`src/rtl/irqc_pkg.sv`:
```
// Package irqc_pkg
// Purpose : register offsets and control bit position shared by the
//           interrupt steering controller and its checker.
// Assumes : byte addresses, one 32-bit word per register.
package irqc_pkg;
    localparam int unsigned OFF_RAW   = 32'h00;
    localparam int unsigned OFF_NORM  = 32'h04;
    localparam int unsigned OFF_FAST  = 32'h08;
    localparam int unsigned OFF_MASK  = 32'h0C;
    localparam int unsigned OFF_ROUTE = 32'h10;
    localparam int unsigned OFF_CTRL  = 32'h14;
    localparam int unsigned CTRL_IDLE_MASK_BIT = 0;
endpackage

```
`src/rtl/irqc_src_reg.sv`:
```
// Module irqc_src_reg
// Purpose : samples the raw request lines once per clock, giving the
//           one-cycle latency from request line to pending views.
// Assumes : request lines are level-sensitive and already synchronous.
module irqc_src_reg #(
    parameter int N_SRC = 32
) (
    input  logic             clk,
    input  logic             rst_n,
    input  logic [N_SRC-1:0] src_i,
    output logic [N_SRC-1:0] raw_q
);
    // capture the request lines, clear on reset
    always_ff @(posedge clk) begin
        if (!rst_n) raw_q <= '0;
        else        raw_q <= src_i;
    end
endmodule

```
`src/rtl/irqc_cfg_regs.sv`:
```
// Module irqc_cfg_regs
// Purpose : holds the writable mask, routing and control state and
//           decodes bus writes to them; other offsets are not stored.
// Assumes : N_SRC <= DATA_W; full-address decode, no byte enables.
module irqc_cfg_regs
    import irqc_pkg::*;
#(
    parameter int N_SRC  = 32,
    parameter int ADDR_W = 8,
    parameter int DATA_W = 32
) (
    input  logic              clk,
    input  logic              rst_n,
    input  logic [ADDR_W-1:0] bus_addr,
    input  logic              bus_we,
    input  logic [DATA_W-1:0] bus_wdata,
    output logic [N_SRC-1:0]  mask_q,
    output logic [N_SRC-1:0]  route_q,
    output logic              idle_mask_q
);
    localparam logic [ADDR_W-1:0] A_MASK  = ADDR_W'(OFF_MASK);
    localparam logic [ADDR_W-1:0] A_ROUTE = ADDR_W'(OFF_ROUTE);
    localparam logic [ADDR_W-1:0] A_CTRL  = ADDR_W'(OFF_CTRL);

    logic wr_mask, wr_route, wr_ctrl;

    // decode which stored word this write targets
    always_comb begin
        wr_mask  = bus_we && (bus_addr == A_MASK);
        wr_route = bus_we && (bus_addr == A_ROUTE);
        wr_ctrl  = bus_we && (bus_addr == A_CTRL);
    end

    // update the enable mask
    always_ff @(posedge clk) begin
        if (!rst_n)       mask_q <= '0;
        else if (wr_mask) mask_q <= bus_wdata[N_SRC-1:0];
    end

    // update the normal/fast routing word
    always_ff @(posedge clk) begin
        if (!rst_n)        route_q <= '0;
        else if (wr_route) route_q <= bus_wdata[N_SRC-1:0];
    end

    // update the idle-mask control bit
    always_ff @(posedge clk) begin
        if (!rst_n)       idle_mask_q <= 1'b0;
        else if (wr_ctrl) idle_mask_q <= bus_wdata[CTRL_IDLE_MASK_BIT];
    end
endmodule

```
`src/rtl/irqc_steer.sv`:
```
// Module irqc_steer
// Purpose : splits enabled sources between the normal and fast outputs,
//           reduces each group to a request, and forms the wake request.
// Assumes : routing bit 1 selects fast; mask bit 1 enables.
module irqc_steer #(
    parameter int N_SRC = 32
) (
    input  logic [N_SRC-1:0] raw_q,
    input  logic [N_SRC-1:0] mask_q,
    input  logic [N_SRC-1:0] route_q,
    input  logic             idle_mask_q,
    input  logic             cpu_idle,
    output logic [N_SRC-1:0] norm_pend,
    output logic [N_SRC-1:0] fast_pend,
    output logic             irq_o,
    output logic             fiq_o,
    output logic             wake_o
);
    logic [N_SRC-1:0] enabled;

    for (genvar i = 0; i < N_SRC; i++) begin : g_src
        // per-source enable and routing choice
        always_comb begin
            enabled[i]   = raw_q[i] & mask_q[i];
            norm_pend[i] = enabled[i] & ~route_q[i];
            fast_pend[i] = enabled[i] &  route_q[i];
        end
    end

    // reduce each group to one request, and choose the wake filter
    always_comb begin
        irq_o  = |norm_pend;
        fiq_o  = |fast_pend;
        wake_o = cpu_idle && (idle_mask_q ? (|enabled) : (|raw_q));
    end
endmodule

```
`src/rtl/irq_steer_ctrl.sv`:
```
// Module irq_steer_ctrl
// Purpose : top of the first-level interrupt controller: samples request
//           lines, holds configuration, steers to normal/fast outputs,
//           and serves register reads combinationally.
// Assumes : N_SRC <= DATA_W; reads have no side effect.
module irq_steer_ctrl
    import irqc_pkg::*;
#(
    parameter int N_SRC  = 32,
    parameter int ADDR_W = 8,
    parameter int DATA_W = 32
) (
    input  logic              clk,
    input  logic              rst_n,
    input  logic [N_SRC-1:0]  src_i,
    input  logic              cpu_idle,
    input  logic [ADDR_W-1:0] bus_addr,
    input  logic              bus_we,
    input  logic [DATA_W-1:0] bus_wdata,
    output logic [DATA_W-1:0] bus_rdata,
    output logic              irq_o,
    output logic              fiq_o,
    output logic              wake_o
);
    logic [N_SRC-1:0] raw_q, mask_q, route_q, norm_pend, fast_pend;
    logic             idle_mask_q;

    irqc_src_reg #(.N_SRC(N_SRC)) u_src (
        .clk(clk), .rst_n(rst_n), .src_i(src_i), .raw_q(raw_q)
    );

    irqc_cfg_regs #(.N_SRC(N_SRC), .ADDR_W(ADDR_W), .DATA_W(DATA_W)) u_cfg (
        .clk(clk), .rst_n(rst_n), .bus_addr(bus_addr), .bus_we(bus_we),
        .bus_wdata(bus_wdata), .mask_q(mask_q), .route_q(route_q),
        .idle_mask_q(idle_mask_q)
    );

    irqc_steer #(.N_SRC(N_SRC)) u_steer (
        .raw_q(raw_q), .mask_q(mask_q), .route_q(route_q),
        .idle_mask_q(idle_mask_q), .cpu_idle(cpu_idle),
        .norm_pend(norm_pend), .fast_pend(fast_pend),
        .irq_o(irq_o), .fiq_o(fiq_o), .wake_o(wake_o)
    );

    // select the word addressed by the bus, zero for unmapped offsets
    always_comb begin
        bus_rdata = '0;
        case (bus_addr)
            ADDR_W'(OFF_RAW):   bus_rdata[N_SRC-1:0] = raw_q;
            ADDR_W'(OFF_NORM):  bus_rdata[N_SRC-1:0] = norm_pend;
            ADDR_W'(OFF_FAST):  bus_rdata[N_SRC-1:0] = fast_pend;
            ADDR_W'(OFF_MASK):  bus_rdata[N_SRC-1:0] = mask_q;
            ADDR_W'(OFF_ROUTE): bus_rdata[N_SRC-1:0] = route_q;
            ADDR_W'(OFF_CTRL):  bus_rdata[CTRL_IDLE_MASK_BIT] = idle_mask_q;
            default:            bus_rdata = '0;
        endcase
    end
endmodule

```
`config.mk`:
```
export PLATFORM = sky130hd
export DESIGN_NAME = irq_steer_ctrl
export DESIGN_NICKNAME = d
export VERILOG_FILES = /design/src/rtl/irqc_pkg.sv /design/src/rtl/irqc_src_reg.sv /design/src/rtl/irqc_cfg_regs.sv /design/src/rtl/irqc_steer.sv /design/src/rtl/irq_steer_ctrl.sv
export SDC_FILE = /design/constraint.sdc
export NUM_CORES = 1
export LEC_CHECK = 0
export ABC_AREA = 1
export BUFFER_PORTS_ARGS = -buffer_cell sky130_fd_sc_hd__buf_2
export CORE_ASPECT_RATIO = 1.1
export CORE_MARGIN = 4
export CORE_UTILIZATION = 28
export CTS_BUF_LIST = sky130_fd_sc_hd__clkbuf_4 sky130_fd_sc_hd__clkbuf_8
export DETAILED_ROUTE_END_ITERATION = 7
export GPL_TIMING_DRIVEN = 1
export REMOVE_ABC_BUFFERS = 1
export SETUP_SLACK_MARGIN = 0.5
export SLEW_MARGIN = 20
export SYNTH_ARGS = -nofsm -noshare
export SYNTH_HDL_FRONTEND = slang
export SYNTH_SLANG_ARGS = --single-unit
```
`constraint.sdc`:
```
create_clock -name clk -period 1.8 [get_ports clk]
set_input_delay 0.18 -clock clk [delete_from_list [all_inputs] [get_ports clk]]
set_output_delay 0.18 -clock clk [all_outputs]
set_load 0.01 [all_outputs]
```
After elaboration in Yosys (flattened, before gate mapping)
Index checks and enable logic that the tools add are counted.

Output and inout bits: 35. Flip-flop bits (word level): 97. Input port bits: 76.

Multiplexer cells: 3. Reduce and logical (&&, ||, !) cells: 9. Bitwise logic cells: 128. Equal/unequal tests: 5.

Operators with widths (number): case mux 31 bit (5 select lines) (1); OR reduction 32 bit (4); bitwise AND 1 bit (96); NOT 1 bit (32); == test 8 x 4 -> 1 bit (second input constant) (2); == test 8 x 5 -> 1 bit (second input constant) (2); == test 8 x 3 -> 1 bit (second input constant) (1); logical NOT 8 bit (1); case mux 1 bit (6 select lines) (1); logical AND 1 bit (4); 2-to-1 mux 1 bit (1).

Logic depth before layout (Yosys ltp)
Depth after elaboration: 4. Mapped depth: 9. Depth with buffers taken out: 8.

Modules after synthesis
From an unflattened synthesis, not the netlist that was laid out.

Cell total of the unflattened synthesis: 1121. Area, all modules: 6506.2 sq um.

By module, submodules not included: irqc_cfg_regs (seq. area each 1301.2 sq um, cells each 368, instances 1, area an instance 2567.5 sq um); irq_steer_ctrl (seq. area each 0.0 sq um, cells each 410, instances 1, area an instance 2004.4 sq um); irqc_steer (seq. area each 0.0 sq um, cells each 244, instances 1, area an instance 1019.7 sq um); irqc_src_reg (seq. area each 640.6 sq um, cells each 99, instances 1, area an instance 914.6 sq um).

Least setup slack after synthesis
No wires, ideal clock.

Kind: input to output. From: input port bus_addr[5]. To: output port bus_rdata[20]. Slack: 0.483 ns. Path buffers: 2. Stages: 9. Arrival: 1.137 ns. Path through: inv_1 nand4_1 inv_1 buf_2 buf_2 nand3_1 nand2_1 inv_1 nand3_1.

Longest elaborated chain between the ends: 2.

RTL lines: start, declared (line irq_steer_ctrl.sv:17) `input logic [ADDR_W-1:0] bus_addr,`; == test 8 x 5 -> 1 bit, or another cell as far along (line irq_steer_ctrl.sv:48) `case (bus_addr)`; case mux 31 bit (5 select lines) (*) (line irq_steer_ctrl.sv:48); end, declared (line irq_steer_ctrl.sv:20) `output logic [DATA_W-1:0] bus_rdata,`.

Mark *: on every way between the ends. The rest lies on a longest branch, timed or not.

Final worst setup path
From: register u_src.raw_q[11]. To: output port wake_o.

Longest elaborated chain between the ends: 4.

RTL lines: start, declared (line irqc_src_reg.sv:11) `output logic [N_SRC-1:0] raw_q`; start signal, assigned (line irqc_src_reg.sv:16) `else raw_q <= src_i;`; bitwise AND 1 bit (line irqc_steer.sv:24) `enabled[i] = raw_q[i] & mask_q[i];`; OR reduction 32 bit (line irqc_steer.sv:34) `wake_o = cpu_idle && (idle_mask_q ? (|enabled) : (|raw_q));`; 2-to-1 mux 1 bit (*) (line irqc_steer.sv:34); logical AND 1 bit (*) (line irqc_steer.sv:34); end, declared (line irq_steer_ctrl.sv:23) `output logic wake_o`.

Marked as above.

==> run summary <==
The flow ran to the end, and the final reports show no timing, DRC or antenna violations. After detailed routing, the average wire length per cell comes to 14.8 um. The share of the Yosys chip area taken by registers is 32.1%. For this design the ratio of total power to cell area is 448 nW/um2. STA classifies the critical path endpoint as an output pin. In this run the static leakage power is 4.87 nW. For the final clock skew, the log shows 0 ns. The logs give 0 for the count of synthesis-stage warnings from yosys and 20 for the count of cell types in the netlist. For this configuration, the core starts out at a cell density of 28.4%. Summed negative setup slack over all endpoints: 0 ns. For the pin with the worst max-slew slack, the measured transition is 0.453 ns. The critical path crosses 8 cells after its start point. Maximum resistive drop on vdd: 0.000341 V. The kind of cell with the highest combined delay along the critical path is simple AND/OR/NAND/NOR gates. For the worst flop-to-flop path, the logic depth is 5.

In the layout the commonest cells are sky130_fd_sc_hd__nand2_1 (283), sky130_fd_sc_hd__nor2_1 (186), sky130_fd_sc_hd__inv_1 (132). The number of global-route vias before repair is 6937. Most common cell after layout, fill and taps aside: sky130_fd_sc_hd__nand2_1. For this run, design rule violations remaining after detail routing come to 0.

In this run the standard cell core region covers 21300 um2. STA puts the critical path data required time at 1.62 ns. The run gives 9 as the number of buffers created by CTS.

Prior to clock tree synthesis, the placed netlist has a worst setup slack of 0.0755 ns. Traced cell by cell, the critical path runs through or2_4 -> nor2_4 -> nand2_2 -> nor2_1 -> nand2_1 -> nand2_1 -> nor2_1 -> buf_2. The setup check on the worst reg-to-reg path leaves a slack of 0.86 ns.

The die covers 24000 um2. The iteration count of the initial detailed-routing pass was 5. The tools report the upper clock frequency limit as 562 MHz. The remaining number of nets flagged by the antenna check after routing is 0. Max-cap violations in this run came to 0. The delay of the slowest cell on the worst path was 0.37 ns; the placement row count was 56. Setup repair after global routing could not meet its margin everywhere.

The routed design could run at a clock period as short as 1.78 ns. At the later pin of the worst-skew pair, clock insertion delay measures 0.40 ns. Routability-driven placement finished with a final weighted congestion of 0.856.

The depth of the CTS H-tree is 3. The tools report the number of antenna violations at the first check in global routing as 0. 111 I/O pins were placed. The repair_antennas step left the layout with diodes totalling 0. The mean area per synthesized cell came out at 5.57 um2. After technology mapping, the gate count stands at 1085. Counting along the longest clock path gives a buffer depth of 2. The root buffer cell chosen for the clock tree is sky130_fd_sc_hd__clkbuf_8.

The smallest hold slack is 0.0261 ns, and the final count of negative-setup-slack endpoints is 0. Summed over all layers, the global routing overflow is 0. From synthesis to final layout, the design area changed by 52.6%. The final-stage net count is 1346. Class of the tightest hold or removal check: in -> reg. In this run the horizontal extent of the chip is 148 um. The type of origin of the critical path was a flip-flop. In this run the worst path has a maximum fanout of 3. Setup slack on the critical path of the routed design comes to 0.0196 ns. The number of buffer and inverter stages on the critical path was 1. The startpoint identified for the worst register-to-register timing path is u_cfg.mask_q[5].

The run gives 0 as the hold violation total from the final report. The finished layout holds 1565 standard cells, fillers aside. Cells with a size suffix above 1 make up 38.0% of the layout. After detailed placement, the design holds a cell count of 1462.

Dividing the final minimum period by the clock period gives 98.9%. Clock-pin slew was measured on the worst setup and hold paths at 0.10 ns. The setup path with the least slack is of type reg -> out. The run gives 69.8% as the worst slew slack as a fraction of its limit.

The logs give 35700 um for the wire length of the first global-routing pass and 23200 um for the wire length after detailed routing. The critical path's slowest cell was sky130_fd_sc_hd__dfxtp_4. For this block, the via count after detailed routing is 7214.

The HPWL reported at the end of detailed placement was 14600 um; the synthesis-stage register bit count was 97. The tools report the global routing usage summed across all routing layers as 18.6%. The number of sinks handled by clock tree synthesis is 97, and the number of design-rule violations left by the first detailed-router iteration is 554.

The number of input and output port buffers inserted is 110, and the worst endpoint data arrival time is 1.60 ns. Start point of the worst min-delay path: src_i[0]. The final number of max-transition violations came out at 0. Entering global routing, the biggest net connects 98 pins. The die height was 162 um; the routed via count divided by cell count was 4.61. For this run, the share of the core covered by cells in the final layout is 43.3%.

The worst hold path terminates at u_src.raw_q[0]. The tools report the end of the worst register-to-register path as u_cfg.mask_q[5]. The tools report the post-synthesis instance area as 6050 um2. The worst hold path passes through 3 cells. TritonCTS built the clock tree.
Yosys cell counts, drive strengths merged:
library cell  instances  area share, %
nor2                239             15
clkbuf                8           0.50
nand2               364             23
or2                   8           0.83
dfxtp                97             32
buf                  40            3.5
nand3                95            7.9
nor3                  4           0.60
o21ai                26            2.2
inv                 165             10
nand4                 8           0.83
nand3b               31            3.8
registers in the layout, indices dropped and copies added, names as in the netlist:
name               count
u_cfg.mask_q          32
u_src.raw_q           32
u_cfg.idle_mask_q      1
u_cfg.route_q         32
cell families (layout without fill, tap and decap cells):
group | count (synthesis) | count (layout) | share of synthesized area [%]
DFF | 97 | 97 | 32.1
buffers and inverters | 213 | 403 | 14.2
AOI/OAI and AO/OA | 26 | 26 | 2.15
and+or+nand+nor | 749 | 749 | 51.6
worst reg2reg max path: stages, from the launching register on:
cell,delay [ns]
sky130_fd_sc_hd__dfxtp_2,0.35
sky130_fd_sc_hd__buf_6,0.11
sky130_fd_sc_hd__buf_4,0.12
sky130_fd_sc_hd__buf_4,0.13
sky130_fd_sc_hd__nor2_4,0.09
sky130_fd_sc_hd__nor2_1,0.04
metal layers:
layer / up-vias / share of wire [%] / track usage (%)
li1: 3612 / - / -
met1: 3301 / 43 / 24.6
met2: 266 / 48 / 30.7
met3: 35 / 6.7 / 3.54
met4: 0 / 2.2 / 5.92
met5: - / 0 / 0
through the flow:
stage	instance area [um2]	total power, mW
after floorplan	5810	2.39
after global placement	7030	2.62
after detailed placement	7030	2.62
after CTS	8500	4.15
after global routing	9230	4.29
final	9230	4.14
layout make-up:
cell class	instances	area, um2
Tap cell	290	363
Sequential cell	97	2090
Clock inverter	4	26.3
Clock buffer	12	159
Multi-Input combinational cell	775	3970
Fill cell	2270	12100
Inverter	165	639
Timing Repair Buffer	222	1980
worst max-delay path by stage:
stage	slack [ns]	from	end
4_1_cts	0.02	u_src.raw_q[26]	wake_o
2_1_floorplan	-0.82	bus_addr[1]	u_cfg.mask_q[0]
5_1_grt	-0.06	u_cfg.route_q[13]	irq_o
6_report	0.02	u_src.raw_q[11]	wake_o
3_5_place_dp	0.08	bus_addr[5]	bus_rdata[0]
3_3_place_gp	0.06	bus_addr[1]	bus_rdata[22]
power by group:
part / internal [mW] / leakage (nW) / switching [mW]
registers: 2.17 / 0.828 / 0.0557
logic: 0.227 / 3.95 / 0.257
clock network: 0.595 / 0.0962 / 0.834
total: 2.99 / 4.87 / 1.15
repair_timing:
item / CTS / global route
hold buffers: 31 / 0
endpoints found under the setup margin: 35 / 69
endpoints found under the hold margin: 31 / 0
pin swaps: 109 / 85
buffers inserted: 39 / 10
resized for setup: 221 / 185
gates cloned: 5 / 2
(Power assumes the default switching activity.)
